**src/rtl/pwm_pkg.sv**
```systemverilog
package pwm_pkg;

  localparam int CNT_W     = 9;
  localparam int SRC_W     = 2;
  localparam int PD_W      = 2;
  localparam int EXP_W     = 3;
  localparam int DUTY_IN_W = 10;
  localparam int NUM_SRC   = 3;
  localparam int PD_CNT_W  = 3;
  localparam int EXP_CNT_W = (1 << EXP_W) - 1;

  typedef struct packed {
    logic [SRC_W-1:0] src;
    logic [PD_W-1:0]  pd;
    logic [EXP_W-1:0] m;
    logic [CNT_W-1:0] duty;
  } pwm_cfg_t;

  // Terminal count of the pre-divider: ratios 1, 3, 5, 6.
  function automatic logic [PD_CNT_W-1:0] pd_terminal(input logic [PD_W-1:0] idx);
    logic [PD_CNT_W-1:0] t;
    case (idx)
      2'd0:    t = PD_CNT_W'(0);
      2'd1:    t = PD_CNT_W'(2);
      2'd2:    t = PD_CNT_W'(4);
      default: t = PD_CNT_W'(5);
    endcase
    return t;
  endfunction

endpackage

```
**src/rtl/pwm_cfg_regs.sv**
```systemverilog
module pwm_cfg_regs
  import pwm_pkg::*;
#(
  parameter int DW = DUTY_IN_W,
  parameter int CW = CNT_W
) (
  input  logic             clk,
  input  logic             rst_n,
  input  logic             cfg_we,
  input  logic [SRC_W-1:0] cfg_src,
  input  logic [PD_W-1:0]  cfg_prediv,
  input  logic [EXP_W-1:0] cfg_exp,
  input  logic [DW-1:0]    cfg_duty,
  input  logic             cfg_enable,
  input  logic             cfg_invert,
  input  logic             cfg_stage,
  input  logic             wrap,
  output pwm_cfg_t         pend,
  output pwm_cfg_t         act,
  output logic             inv_q,
  output logic             run,
  output logic             load
);

  localparam int DUTY_MAX = (1 << CW) - 1;

  logic          en_q;
  logic          en_prev;
  logic [CW-1:0] duty_clamped;

  always_comb begin
    if (cfg_duty > DW'(DUTY_MAX)) duty_clamped = CW'(DUTY_MAX);
    else                          duty_clamped = cfg_duty[CW-1:0];
  end

  assign load = en_q & ~en_prev;
  assign run  = en_q & en_prev;

  always_ff @(posedge clk or negedge rst_n) begin
    if (!rst_n) begin
      pend    <= '0;
      act     <= '0;
      en_q    <= 1'b0;
      en_prev <= 1'b0;
      inv_q   <= 1'b0;
    end else begin
      en_prev <= en_q;
      if (cfg_we) begin
        pend.src  <= cfg_src;
        pend.pd   <= cfg_prediv;
        pend.m    <= cfg_exp;
        pend.duty <= duty_clamped;
        en_q      <= cfg_enable;
        inv_q     <= cfg_invert;
      end
      if (load || (wrap && !cfg_stage)) act <= pend;
    end
  end

endmodule

```
**src/rtl/pwm_clk_div.sv**
```systemverilog
module pwm_clk_div
  import pwm_pkg::*;
#(
  parameter int NS  = NUM_SRC,
  parameter int PCW = PD_CNT_W,
  parameter int ECW = EXP_CNT_W
) (
  input  logic             clk,
  input  logic             rst_n,
  input  logic [NS-1:0]    ref_tick,
  input  logic [SRC_W-1:0] src,
  input  logic [PD_W-1:0]  pd,
  input  logic [EXP_W-1:0] m,
  input  logic             clr,
  output logic             step
);

  logic [NS-1:0]  hit;
  logic           tick;
  logic [PCW-1:0] pd_cnt;
  logic [ECW-1:0] ex_cnt;
  logic [ECW-1:0] ex_limit;
  logic           pd_last;
  logic           ex_last;

  // One match term per source; the last source also covers unused indices.
  for (genvar g = 0; g < NS; g++) begin : g_src
    if (g == NS - 1) begin : g_top
      assign hit[g] = ref_tick[g] & (src >= SRC_W'(g));
    end else begin : g_mid
      assign hit[g] = ref_tick[g] & (src == SRC_W'(g));
    end
  end

  assign tick     = |hit;
  assign ex_limit = ECW'((32'd1 << m) - 32'd1);
  assign pd_last  = (pd_cnt == pd_terminal(pd));
  assign ex_last  = (ex_cnt == ex_limit);
  assign step     = tick & pd_last & ex_last;

  always_ff @(posedge clk or negedge rst_n) begin
    if (!rst_n) begin
      pd_cnt <= '0;
      ex_cnt <= '0;
    end else if (clr) begin
      pd_cnt <= '0;
      ex_cnt <= '0;
    end else if (tick) begin
      if (pd_last) begin
        pd_cnt <= '0;
        ex_cnt <= ex_last ? '0 : ex_cnt + 1'b1;
      end else begin
        pd_cnt <= pd_cnt + 1'b1;
      end
    end
  end

endmodule

```
**src/rtl/pwm_wave.sv**
```systemverilog
module pwm_wave
  import pwm_pkg::*;
#(
  parameter int CW = CNT_W
) (
  input  logic          clk,
  input  logic          rst_n,
  input  logic          clr,
  input  logic          run,
  input  logic          step,
  input  logic [CW-1:0] duty,
  input  logic          inv,
  output logic [CW-1:0] cnt,
  output logic          wrap,
  output logic          pwm_out
);

  assign wrap = run & step & (cnt == {CW{1'b1}});

  always_ff @(posedge clk or negedge rst_n) begin
    if (!rst_n) begin
      cnt     <= '0;
      pwm_out <= 1'b0;
    end else begin
      if (clr)       cnt <= '0;
      else if (step) cnt <= cnt + 1'b1;
      pwm_out <= run ? ((cnt < duty) ^ inv) : inv;
    end
  end

endmodule

```
**src/rtl/pwm_prescaled.sv**
```systemverilog
module pwm_prescaled
  import pwm_pkg::*;
(
  input  logic                 clk,
  input  logic                 rst_n,
  input  logic [NUM_SRC-1:0]   ref_tick,
  input  logic                 cfg_we,
  input  logic [SRC_W-1:0]     cfg_src,
  input  logic [PD_W-1:0]      cfg_prediv,
  input  logic [EXP_W-1:0]     cfg_exp,
  input  logic [DUTY_IN_W-1:0] cfg_duty,
  input  logic                 cfg_enable,
  input  logic                 cfg_invert,
  input  logic                 cfg_stage,
  output logic                 pwm_out
);

  pwm_cfg_t         pend;
  pwm_cfg_t         act;
  logic             inv_q;
  logic             run;
  logic             load;
  logic             wrap;
  logic             step;
  logic [CNT_W-1:0] cnt;

  pwm_cfg_regs u_regs (
    .clk        (clk),
    .rst_n      (rst_n),
    .cfg_we     (cfg_we),
    .cfg_src    (cfg_src),
    .cfg_prediv (cfg_prediv),
    .cfg_exp    (cfg_exp),
    .cfg_duty   (cfg_duty),
    .cfg_enable (cfg_enable),
    .cfg_invert (cfg_invert),
    .cfg_stage  (cfg_stage),
    .wrap       (wrap),
    .pend       (pend),
    .act        (act),
    .inv_q      (inv_q),
    .run        (run),
    .load       (load)
  );

  pwm_clk_div u_div (
    .clk      (clk),
    .rst_n    (rst_n),
    .ref_tick (ref_tick),
    .src      (act.src),
    .pd       (act.pd),
    .m        (act.m),
    .clr      (~run),
    .step     (step)
  );

  pwm_wave u_wave (
    .clk     (clk),
    .rst_n   (rst_n),
    .clr     (~run),
    .run     (run),
    .step    (step),
    .duty    (act.duty),
    .inv     (inv_q),
    .cnt     (cnt),
    .wrap    (wrap),
    .pwm_out (pwm_out)
  );

endmodule

```
**config.mk**
```make
export PLATFORM = sky130hd
export DESIGN_NAME = pwm_prescaled
export DESIGN_NICKNAME = d
export VERILOG_FILES = /design/src/rtl/pwm_pkg.sv /design/src/rtl/pwm_cfg_regs.sv /design/src/rtl/pwm_clk_div.sv /design/src/rtl/pwm_wave.sv /design/src/rtl/pwm_prescaled.sv
export SDC_FILE = /design/constraint.sdc
export NUM_CORES = 1
export LEC_CHECK = 0
export ABC_AREA = 1
export BUFFER_PORTS_ARGS = -buffer_cell sky130_fd_sc_hd__buf_2
export CAP_MARGIN = 40
export CORE_MARGIN = 3
export CORE_UTILIZATION = 33
export DETAILED_ROUTE_END_ITERATION = 10
export PLACE_DENSITY = 0.48
export SKIP_CTS_REPAIR_TIMING = 1
export SYNTH_ARGS = -nofsm -noshare
export SYNTH_HDL_FRONTEND = slang
export SYNTH_SLANG_ARGS = --single-unit
```
**constraint.sdc**
```tcl
create_clock -name clk -period 1.8 [get_ports clk]
set_input_delay 0.18 -clock clk [delete_from_list [all_inputs] [get_ports clk]]
set_output_delay 0.18 -clock clk [all_outputs]
set_load 0.05 [all_outputs]
```
==> results of run 1 <==
## metal layers
metal,vias to the layer above,global-route usage (%),share of wire (%)
met4,0,3.78,1.0
li1,1253,-,-
met3,7,1.88,3.1
met2,39,20.3,41
met1,1054,19.3,54
met5,-,0,0
## how the worst min path moves through the flow
| stage | slack (ps) | end | startpoint |
|---|---|---|---|
| after floorplan | -120 | u_div.ex_cnt[0]$_DFFE_PN0P_ | rst_n |
| after global placement | 210 | u_div.pd_cnt[2]$_DFFE_PN0P_ | rst_n |
| after detailed placement | 210 | u_div.ex_cnt[5]$_DFFE_PN0P_ | rst_n |
| after CTS | -130 | u_regs.act[9]$_DFFE_PN0P_ | rst_n |
| after global routing | 60 | u_regs.en_q$_DFFE_PN0P_ | cfg_enable |
| final | 60 | u_regs.en_q$_DFFE_PN0P_ | cfg_enable |
## logic make-up (layout without fill, tap and decap cells)
logic type | Yosys count | after routing | synth area share, %
buffers and inverters | 44 | 87 | 6.94
AND/OR/NAND/NOR | 214 | 214 | 32.6
adder cells (fa/ha/maj) | 12 | 12 | 5.17
AO/OA/AOI/OAI | 34 | 34 | 6.08
XOR/XNOR | 6 | 6 | 1.81
flip-flops | 55 | 55 | 47.4
## metrics by stage
step                area, um^2  setup slack (ps)  utilization, %  hold slack [ps]  TNS (ps)
detailed placement        3240             0.545            38.7              205         0
global placement          3240             -8.22            38.7              206     -57.3
floorplan                 2900              57.0               -             -116         0
finish                    3410              62.4            40.7             61.4         0
CTS                       3340             -15.4            39.9             -132     -48.2
global route              3410             -73.5            40.7             56.8      -856
## placed cells by master (no fill, tap or decap), types with 2 or more instances in the layout
cell type / n
a21oi_1: 12
buf_12: 2
buf_2: 26
buf_4: 15
clkbuf_8: 6
dfrtp_1: 52
dfrtp_2: 3
ha_1: 12
inv_1: 29
nand2_1: 131
nand2_2: 4
nand3_1: 39
nand4_1: 7
nor2_1: 19
nor2_2: 2
nor2_4: 4
nor3_1: 2
o21ai_0: 18
xor2_1: 5
## worst max-delay path: cells and delay by family, from the launching register on
| family | cells | cell delay, ps |
|---|---|---|
| DFF | 1 | 460 |
| and+or+nand+nor | 8 | 770 |
| buffers and inverters | 3 | 460 |
## flip-flops by register name (all words and copies together), names as in the netlist
name,flops
u_div.ex_cnt,7
u_regs.en_q,1
u_wave.cnt,9
u_regs.en_prev,1
u_div.pd_cnt,3
u_regs.pend,16
u_wave.pwm_out,1
u_regs.act,16
u_regs.inv_q,1
## power by group
part	switching, mW	total, mW	leakage [nW]	internal, mW
Sequential	0.102	1.46	0.697	1.36
Combinational	0.401	0.647	0.965	0.246
Clock	0.434	0.760	0.0533	0.326
## layout make-up
type	instances	area, um^2	area share (%)
flip-flops and latches	55	1380	40.4
multi-input cells	266	1370	40.0
clock inverters	2	20.0	0.587
repair inverters	1	5.00	0.147
well taps	105	131	3.85
inverters	33	130	3.81
repair buffers	45	298	8.72
clock buffers	6	82.6	2.42
==> impl_metrics.sql, run 1 <==
INSERT INTO impl_metrics (metric_group, metric, value, unit) VALUES
('placed_design', 'placement.io_buffers', '26', ''),
('grt', 'first_global_vias', '2321', ''),
('power_and_ir_drop', 'irDropWorstVdd', '316', 'uV'),
('clock_network', 'numCtsBuffers', '5', ''),
('grt', 'grt_overflow', '0', ''),
('worst_setup_path', 'critical_path.startpoint_type', 'register', ''),
('route', 'routed_wire_length_per_instance', '11.7', 'um'),
('job', 'cap_viol_max_count', '0', ''),
('worst_setup_path', 'slowest_cell_on_the_critical_path', 'dfrtp_2', ''),
('route', 'drt-pass1-iter-count', '4', ''),
('clock_network', 'cts_tree', 'built', ''),
('grt', 'largest_net_degree_at_the_start_of_global_routing', '56', ''),
('power_and_ir_drop', 'total_power', '2.87', 'mW'),
('route', 'detail_route.drc_violations', '0', ''),
('floorplan', 'die_w', '99.8', 'um'),
('yosys', 'post-synth-top-count-cell', 'nand2_1', ''),
('final_layout', 'antenna_cells_inserted', '0', ''),
('worst_setup_path', 'worst-endpoint-arrival', '2000', 'ps'),
('outcome', 'run_status', 'finished, final reports clean', ''),
('clock_network', 'ctsHtreeMaxLevel', '2', ''),
('worst_setup_path', 'cp_slowest_stage_delay', '460', 'ps'),
('floorplan', 'core_area', '8380', 'um^2'),
('route', 'drt-total-wl', '6010', 'um'),
('final_layout', 'drive_above_1_share', '18.4', '%'),
('yosys', 'post_syn_instances', '365', ''),
('power_and_ir_drop', 'powerDensity', '841', 'nW/um^2'),
('yosys', 'synthesis.nets', '403', ''),
('yosys', 'leading_register_cell_type_out_of_synthesis', 'dfrtp_1', ''),
('timing', 'grt_setup_unrepaired', 'true', ''),
('clock_network', 'worst_setup_hold_path_clk_slew', '110', 'ps'),
('route', 'antenna_violating_nets_post_route', '0', ''),
('clock_network', 'clock_sink_count', '55', ''),
('yosys', 'ys_ff_latch', '55', ''),
('route', 'initialDrtViolationCount', '90', ''),
('worst_setup_path', 'critical_path.startpoint', 'u_regs.act[11]$_DFFE_PN0P_', ''),
('clock_network', 'clock_path_buffers', '2', ''),
('worst_setup_path', 'worstPathCellList', 'clkbuf_2, nand3_1, nand2_1, nand3_1, nor2_4, buf_4, nand4_4, nand2_4, buf_12, nand3_1, nand2_1', ''),
('floorplan', 'boundaryPins', '27', ''),
('yosys', 'synth.area.top_cells', 'dfrtp_1 47%, nand2_1 17%, nand3_1 6.7%', ''),
('worst_setup_path', 'register_to_register_path_setup_slack', '60', 'ps'),
('timing', 'final.period_utilization', '96.5', '%'),
('timing', 'slew_violations', '0', ''),
('final_layout', 'final_net_count', '445', ''),
('yosys', 'synth-warning-count', '0', ''),
('clock_network', 'cts_root_buffer', 'clkbuf_8', ''),
('yosys', 'yosys.cell_types.count', '28', ''),
('worst_setup_path', 'reg2reg_depth', '11', ''),
('final_layout', 'filler_cell_count', '850', ''),
('worst_hold_path', 'hold_path_depth', '3', ''),
('placed_design', 'place.detailed.instances', '502', ''),
('grt', 'grt.total_usage', '13.2', '%'),
('placed_design', 'post-dp-hpwl', '4340', 'um'),
('final_layout', 'area_delta_synth_final', '17.6', '%'),
('worst_setup_path', 'critical_path.endpoint', 'u_regs.act[6]$_DFFE_PN0P_', ''),
('timing', 'fin_skew', '9.44', 'ps'),
('worst_hold_path', 'hp-class', 'input pin to register', ''),
('yosys', 'synth_edf_count', '0', ''),
('route', 'number_of_vias_in_the_routed_layout', '2353', ''),
('worst_setup_path', 'regToRegEndpoint', 'u_regs.act[6]$_DFFE_PN0P_', ''),
('clock_network', 'clkLatencyLatePin', '310', 'ps'),
('grt', 'antenna_found_initial', '0', ''),
('yosys', 'synthTopCellsByCount', '132 x nand2_1, 55 x dfrtp_1, 39 x nand3_1', ''),
('placed_design', 'gp_congestion', '0.818', ''),
('yosys', 'post-synth-top-area-fraction', '47.4', '%'),
('yosys', 'avgSynthCellArea', '7.95', 'um^2'),
('worst_setup_path', 'worst-path-max-fanout', '16', ''),
('worst_setup_path', 'timing_worst_setup_path_type', 'register to register', ''),
('yosys', 'synth.cell_area', '2900', 'um^2'),
('floorplan', 'initial_core_util', '34.6', '%'),
('worst_setup_path', 'crit_required', '2060', 'ps'),
('floorplan', 'chipHeight', '99.8', 'um');
(Power assumes the default switching activity.)
==> run 2, diff against run 1 <==
--- a/config.mk
+++ b/config.mk
@@ -15,4 +15,5 @@
 export SKIP_CTS_REPAIR_TIMING = 1
 export SYNTH_ARGS = -nofsm -noshare
 export SYNTH_HDL_FRONTEND = slang
+export SYNTH_HIERARCHICAL = 1
 export SYNTH_SLANG_ARGS = --single-unit
==> run 2 against run 1 <==
Effect of this change:
- the run now ends with negative setup slack left
- register-to-register slack got worse by 100 ps
- global-route usage rose by 0.35 points
- count of clock-buffer cells in the layout did not move
- flip-flop and latch count unchanged
- power grew 0.88%
- sequential power about the same
- cell count grew 6.8%
- critical path type unchanged
- critical endpoint is now u_regs/act[14]$_DFFE_PN0P_
- highest routed layer unchanged
==> impl_metrics.sql, run 2 <==
INSERT INTO impl_metrics (metric_group, metric, value, unit) VALUES
('outcome', 'run_status', 'finished with violations', ''),
('outcome', 'violations', 'negative setup slack', ''),
('worst_setup_path', 'timing_worst_setup_path_type', 'register to register', ''),
('route', 'initialDrtViolationCount', '81', ''),
('worst_hold_path', 'worstHoldEndpoint', 'u_regs/pend[12]$_DFFE_PN0P_', ''),
('timing', 'tightest_slew', '509', 'ps'),
('clock_network', 'cts_root_buffer', 'clkbuf_8', ''),
('placed_design', 'detailed_place.area', '3430', 'um^2'),
('grt', 'grt_overflow', '0', ''),
('yosys', 'avgSynthCellArea', '7.79', 'um^2'),
('worst_setup_path', 'worstPathCellList', 'buf_12, o21bai_1, nand3_2, nor2_4, nand3_4, nor2_4, and3_4, nand2_4, buf_12, nand3_1, nand2_1', ''),
('power_and_ir_drop', 'pwr-share-seq', '51.0', '%'),
('yosys', 'synth-warning-count', '6', ''),
('final_layout', 'largestRegisters', 'u_regs/act: 16 flops, u_regs/pend: 16 flops, u_wave/cnt: 9 flops', ''),
('worst_setup_path', 'worst-endpoint-arrival', '2050', 'ps'),
('grt', 'grt.total_usage', '13.5', '%'),
('final_layout', 'final_util', '42.0', '%'),
('timing', 'final.period_utilization', '102', '%'),
('yosys', 'post_syn_instances', '388', ''),
('worst_setup_path', 'crit_required', '2010', 'ps'),
('clock_network', 'ctsHtreeMaxLevel', '2', ''),
('final_layout', 'leading_cell_type_in_the_layout_fill_and_taps_excluded', 'nand2_1', ''),
('worst_setup_path', 'regToRegEndpoint', 'u_regs/act[14]$_DFFE_PN0P_', ''),
('route', 'detail_route.vias_per_cell', '4.53', ''),
('route', 'met3RoutedLength', '182', 'um'),
('job', 'cap_viol_max_count', '0', ''),
('power_and_ir_drop', 'internal_power', '1.95', 'mW'),
('worst_setup_path', 'register_to_register_path_setup_slack', '-40', 'ps'),
('worst_setup_path', 'cp_slowest_stage_delay', '440', 'ps'),
('timing', 'timing.fmax', '0.543', 'GHz'),
('timing', 'max_slew_margin', '66.1', '%'),
('worst_setup_path', 'cell_family_with_the_largest_share_of_critical_path_delay', 'simple AND/OR/NAND/NOR gates', ''),
('clock_network', 'numCtsBuffers', '5', ''),
('route', 'routed_wire_length_per_instance', '11.8', 'um'),
('floorplan', 'chipHeight', '102', 'um'),
('placed_design', 'gp_congestion', '0.828', ''),
('worst_setup_path', 'path_depth', '11', ''),
('route', 'number_of_vias_in_the_routed_layout', '2482', ''),
('grt', 'grt_pass1_wl', '11300', 'um'),
('clock_network', 'worst_setup_hold_path_clk_slew', '110', 'ps'),
('final_layout', 'drive_above_1_share', '25.0', '%'),
('floorplan', 'die_w', '102', 'um'),
('route', 'drt-pass1-iter-count', '4', ''),
('worst_setup_path', 'critical_path.startpoint_type', 'register', ''),
('yosys', 'synthesis.nets', '426', ''),
('worst_setup_path', 'crit-reg2reg-launch', 'u_regs/act[11]$_DFFE_PN0P_', ''),
('route', 'drt-total-wl', '6490', 'um'),
('floorplan', 'initial_core_util', '34.3', '%'),
('timing', 'layout_setup_ws', '-42.4', 'ps'),
('timing', 'timing.final.hold_violations', '0', ''),
('worst_hold_path', 'hp-class', 'input pin to register', ''),
('worst_hold_path', 'hold_path_startpoint', 'cfg_prediv[0]', ''),
('placed_design', 'placement.io_buffers', '26', ''),
('worst_setup_path', 'slowest_cell_on_the_critical_path', 'dfrtp_2', ''),
('power_and_ir_drop', 'irDropWorstVdd', '465', 'uV'),
('timing', 'slew_violations', '0', ''),
('timing', 'setup_viol_count_final', '14', ''),
('final_layout', 'finish.instance_area', '3700', 'um^2'),
('worst_setup_path', 'reg2reg_depth', '11', ''),
('route', 'antenna_violating_nets_post_route', '0', ''),
('yosys', 'synth.cell_area', '3020', 'um^2'),
('power_and_ir_drop', 'p_comb_share', '24.6', '%'),
('floorplan', 'boundaryPins', '27', ''),
('power_and_ir_drop', 'powerDensity', '782', 'nW/um^2'),
('route', 'top_signal_layer_used', 'met4', ''),
('timing', 'totalNegativeSetupSlack', '-359', 'ps'),
('timing', 'grt_setup_unrepaired', 'true', ''),
('power_and_ir_drop', 'p_leak', '1.95', 'nW'),
('grt', 'antenna_found_initial', '0', ''),
('route', 'detail_route.drc_violations', '0', ''),
('final_layout', 'antenna_cells_inserted', '0', ''),
('final_layout', 'area_delta_synth_final', '22.4', '%'),
('clock_network', 'clkLatencyLatePin', '310', 'ps'),
('placed_design', 'post-dp-hpwl', '4610', 'um'),
('power_and_ir_drop', 'portion_of_total_power_attributed_to_the_clock_network', '24.5', '%'),
('final_layout', 'final_net_count', '477', ''),
('power_and_ir_drop', 'total_switching_power', '949', 'uW'),
('grt', 'largest_net_degree_at_the_start_of_global_routing', '56', ''),
('clock_network', 'clock_path_buffers', '2', ''),
('route', 'met2RoutedLength', '2840', 'um'),
('worst_setup_path', 'worst-path-max-fanout', '13', ''),
('clock_network', 'cts_tree', 'built', ''),
('timing', 'fin_crit', '1840', 'ps'),
('floorplan', 'placement_rows', '34', ''),
('power_and_ir_drop', 'sw_frac_of_total', '32.8', '%'),
('clock_network', 'clock_sink_count', '55', ''),
('floorplan', 'design.die.area', '10300', 'um^2'),
('timing', 'fin_skew', '5.98', 'ps'),
('floorplan', 'core_area', '8810', 'um^2'),
('worst_setup_path', 'worst_setup_path_end_kind', 'register', ''),
('worst_hold_path', 'hold_path_depth', '3', ''),
('worst_setup_path', 'crit_buf_inv', '2', ''),
('route', 'drt-met1-wl', '3390', 'um'),
('grt', 'first_global_vias', '2336', ''),
('final_layout', 'commonest_cells_after_routing_fill_and_taps_aside', '108 x nand2_1, 53 x dfrtp_1, 48 x inv_1', '');
==> run 2: per-stage QoR <==
stage               total power, mW  hold WS (ps)  std cells  setup slack [ps]
global route                   3.11          62.8        548              -134
global placement               2.10           207        535              -132
detailed placement             2.11           211        535              -140
floorplan                      1.93          -116        388             -42.5
finish                         2.90          72.7        548             -42.4
CTS                            2.84          -137        543              -152
==> run 2: layer usage <==
metal / global-route usage (%) / up-vias
met5: 0 / -
met3: 2.27 / 7
met2: 20.4 / 42
met1: 20.3 / 1101
li1: - / 1332
met4: 2.76 / 0
==> run 2: tightest hold or removal path, stage by stage <==
cell and delay (ps):
buf_2 80, nand2_1 30, o21ai_0 60
==> run 2: final cells by class <==
cell class	count	area [um^2]
fill	905	5100
sequential	55	1380
timing repair buffer	55	395
clock buffer	6	72.6
multi-input combinational	266	1480
inverter	56	225
tap	108	135
clock inverter	2	16.3
==> run 2: power by group through the flow <==
stage / clock, mW / sequential, mW / combinational [mW]
global placement: 0 / 1.50 / 0.602
finish: 0.708 / 1.48 / 0.712
CTS: 0.756 / 1.48 / 0.612
global route: 0.803 / 1.50 / 0.811
floorplan: 0 / 1.47 / 0.457
detailed placement: 0 / 1.50 / 0.610
==> run 2: worst max path at each step <==
stage                     slack [ps]                    endpoint                        from
after floorplan                  -40  u_regs/act[10]$_DFFE_PN0P_  u_regs/act[11]$_DFFE_PN0P_
after global placement          -130   u_wave/cnt[6]$_DFFE_PN0P_  u_regs/act[11]$_DFFE_PN0P_
after detailed placement        -140   u_wave/cnt[6]$_DFFE_PN0P_  u_regs/act[11]$_DFFE_PN0P_
after CTS                       -150   u_wave/cnt[6]$_DFFE_PN0P_  u_regs/act[11]$_DFFE_PN0P_
after global routing            -130   u_wave/cnt[6]$_DFFE_PN0P_  u_regs/act[11]$_DFFE_PN0P_
final                            -40  u_regs/act[14]$_DFFE_PN0P_  u_regs/act[11]$_DFFE_PN0P_
==> run 3, diff against run 2 <==
--- a/config.mk
+++ b/config.mk
@@ -11,6 +11,7 @@
 export CORE_MARGIN = 3
 export CORE_UTILIZATION = 33
 export DETAILED_ROUTE_END_ITERATION = 10
+export HOLD_SLACK_MARGIN = 0.1
 export PLACE_DENSITY = 0.48
 export SKIP_CTS_REPAIR_TIMING = 1
 export SYNTH_ARGS = -nofsm -noshare
==> run 3 against run 2 <==
Effect of this change:
- the flow still finishes with violations (negative setup slack)
- non-clock buffer count grew 9
- die area unchanged
- worst setup slack about the same
- combinational power rose by 2%
- worst hold slack gained 6.8 ps
- cell area increased by 2.4%
- highest routed layer unchanged
==> impl_metrics.sql, run 3 (synthesis results as in run 2) <==
INSERT INTO impl_metrics (metric_group, metric, value, unit) VALUES
('grt', 'grt_util_met1', '20.3', '%'),
('final_layout', 'commonest_cells_after_routing_fill_and_taps_aside', '108 x nand2_1, 53 x dfrtp_1, 48 x inv_1', ''),
('timing', 'timing.fmax', '0.543', 'GHz'),
('power_and_ir_drop', 'irDropWorstVdd', '463', 'uV'),
('final_layout', 'leading_cell_type_in_the_layout_fill_and_taps_excluded', 'nand2_1', ''),
('worst_setup_path', 'worst-path-max-fanout', '13', ''),
('grt', 'grt.total_usage', '13.5', '%'),
('final_layout', 'drive_above_1_share', '24.5', '%'),
('worst_setup_path', 'critical_path.startpoint', 'u_regs/act[11]$_DFFE_PN0P_', ''),
('outcome', 'violations', 'negative setup slack', ''),
('worst_setup_path', 'register_to_register_path_setup_slack', '-40', 'ps'),
('worst_hold_path', 'hold_path_depth', '3', ''),
('timing', 'setup_viol_count_final', '16', ''),
('timing', 'fin_crit', '1840', 'ps'),
('worst_setup_path', 'timing_worst_setup_path_type', 'register to register', ''),
('timing', 'timing.final.hold_violations', '0', ''),
('floorplan', 'die_w', '102', 'um'),
('worst_setup_path', 'worst_setup_path_end_kind', 'register', ''),
('floorplan', 'placement_rows', '34', ''),
('worst_setup_path', 'critical_path.startpoint_type', 'register', ''),
('grt', 'grt.met2_usage', '20.4', '%'),
('worst_hold_path', 'hold_path_startpoint', 'cfg_src[0]', ''),
('clock_network', 'clkLatencyLatePin', '300', 'ps'),
('worst_setup_path', 'crit_required', '2000', 'ps'),
('timing', 'layout_setup_ws', '-42.0', 'ps'),
('grt', 'globalRoute.busiestLayer', 'met2', ''),
('floorplan', 'boundaryPins', '27', ''),
('timing', 'tightest_slew', '508', 'ps'),
('final_layout', 'final_net_count', '486', ''),
('floorplan', 'design.die.area', '10300', 'um^2'),
('timing', 'max_slew_margin', '66.1', '%'),
('placed_design', 'gp_congestion', '0.828', ''),
('clock_network', 'ctsHtreeMaxLevel', '2', ''),
('clock_network', 'clock_sink_count', '55', ''),
('clock_network', 'clock_path_buffers', '2', ''),
('worst_setup_path', 'regToRegEndpoint', 'u_regs/act[14]$_DFFE_PN0P_', ''),
('placed_design', 'placement.io_buffers', '26', ''),
('route', 'detail_route.vias_per_cell', '4.47', ''),
('final_layout', 'finish.instance_area', '3790', 'um^2'),
('clock_network', 'cts_tree', 'built', ''),
('power_and_ir_drop', 'p_leak', '1.98', 'nW'),
('job', 'cap_viol_max_count', '0', ''),
('route', 'drt-pass1-iter-count', '4', ''),
('clock_network', 'worst_setup_hold_path_clk_slew', '110', 'ps'),
('route', 'routed_wire_length_per_instance', '11.7', 'um'),
('worst_setup_path', 'crit-reg2reg-launch', 'u_regs/act[11]$_DFFE_PN0P_', ''),
('placed_design', 'post-dp-hpwl', '4610', 'um'),
('grt', 'first_global_vias', '2336', ''),
('worst_setup_path', 'cp_slowest_stage_delay', '440', 'ps'),
('worst_setup_path', 'worst-endpoint-arrival', '2050', 'ps'),
('floorplan', 'chipHeight', '102', 'um'),
('timing', 'grt_setup_unrepaired', 'true', ''),
('grt', 'grt_pass1_wl', '11300', 'um'),
('worst_setup_path', 'worstPathCellList', 'buf_12, o21bai_1, nand3_2, nor2_4, nand3_4, nor2_4, and3_4, nand2_4, buf_12, nand3_1, nand2_1', ''),
('grt', 'grt_overflow', '0', ''),
('worst_hold_path', 'hp-class', 'input pin to register', ''),
('floorplan', 'core_area', '8810', 'um^2'),
('grt', 'use_met3', '2.27', '%'),
('grt', 'largest_net_degree_at_the_start_of_global_routing', '56', ''),
('worst_setup_path', 'reg2reg_depth', '11', ''),
('route', 'antenna_violating_nets_post_route', '0', ''),
('worst_hold_path', 'worstHoldEndpoint', 'u_regs/pend[14]$_DFFE_PN0P_', ''),
('timing', 'slew_violations', '0', ''),
('clock_network', 'numCtsBuffers', '5', ''),
('final_layout', 'largestRegisters', 'u_regs/act: 16 flops, u_regs/pend: 16 flops, u_wave/cnt: 9 flops', ''),
('power_and_ir_drop', 'powerDensity', '767', 'nW/um^2'),
('placed_design', 'detailed_place.area', '3430', 'um^2'),
('route', 'drt-total-wl', '6490', 'um'),
('final_layout', 'antenna_cells_inserted', '0', ''),
('route', 'initialDrtViolationCount', '84', ''),
('timing', 'fin_skew', '5.55', 'ps'),
('clock_network', 'cts_root_buffer', 'clkbuf_8', ''),
('outcome', 'run_status', 'finished with violations', ''),
('timing', 'final.period_utilization', '102', '%'),
('route', 'number_of_vias_in_the_routed_layout', '2489', ''),
('worst_setup_path', 'slowest_cell_on_the_critical_path', 'dfrtp_2', ''),
('grt', 'antenna_found_initial', '0', ''),
('timing', 'totalNegativeSetupSlack', '-356', 'ps'),
('floorplan', 'initial_core_util', '34.3', '%'),
('route', 'detail_route.drc_violations', '0', ''),
('final_layout', 'area_delta_synth_final', '25.4', '%');
-- run 3: cell types whose count changed in the layout (fill, tap and decap cells not counted) --
cell | before | now
dlygate4sd3_1 | 1 | 10
-- run 3: worst max path at each step --
stage | endpoint | cells past startpoint
finish | u_regs/act[14]$_DFFE_PN0P_ | 11
global route | u_wave/cnt[6]$_DFFE_PN0P_ | 13
global placement | u_wave/cnt[6]$_DFFE_PN0P_ | 13
detailed placement | u_wave/cnt[6]$_DFFE_PN0P_ | 13
floorplan | u_regs/act[10]$_DFFE_PN0P_ | 14
CTS | u_wave/cnt[6]$_DFFE_PN0P_ | 13
-- run 3: metrics by stage --
| step | hold slack (ps) | worst slack, ps | power [mW] | util (%) | std cells |
|---|---|---|---|---|---|
| floorplan | -116 | -42.5 | 1.93 | - | 388 |
| global placement | 207 | -132 | 2.10 | 39.0 | 535 |
| detailed placement | 211 | -140 | 2.11 | 39.0 | 535 |
| CTS | -137 | -152 | 2.84 | 40.0 | 543 |
| global route | 105 | -134 | 3.13 | 43.1 | 557 |
| finish | 79.5 | -42.0 | 2.91 | 43.1 | 557 |
-- run 3: area by class of cell --
class                   instances  area (um^2)
clock buffers                   6         72.6
clock inverters                 2         16.3
fillers                       895         5010
inverters                      56          225
multi-input cells             266         1480
flip-flops and latches         55         1380
well taps                     108          135
repair buffers                 64          485
-- run 3: layer usage --
layer	wire, um	up-vias
met5	0	-
met4	58	0
met3	165	4
met2	2880	36
met1	3390	1099
li1	-	1350
-- run 3: worst max-delay path: cells and delay by family (launching register included) --
kind	cells	cell delay (ps)
AND/OR/NAND/NOR	8	850
flip-flops	1	440
buffers and inverters	2	310
AO/OA/AOI/OAI	1	150
-- run 3: report_power, final --
group	internal, mW	total [mW]	switching [mW]
Sequential	1.36	1.48	0.113
Clock	0.281	0.705	0.424
Combinational	0.316	0.726	0.410
Total	1.96	2.91	0.947
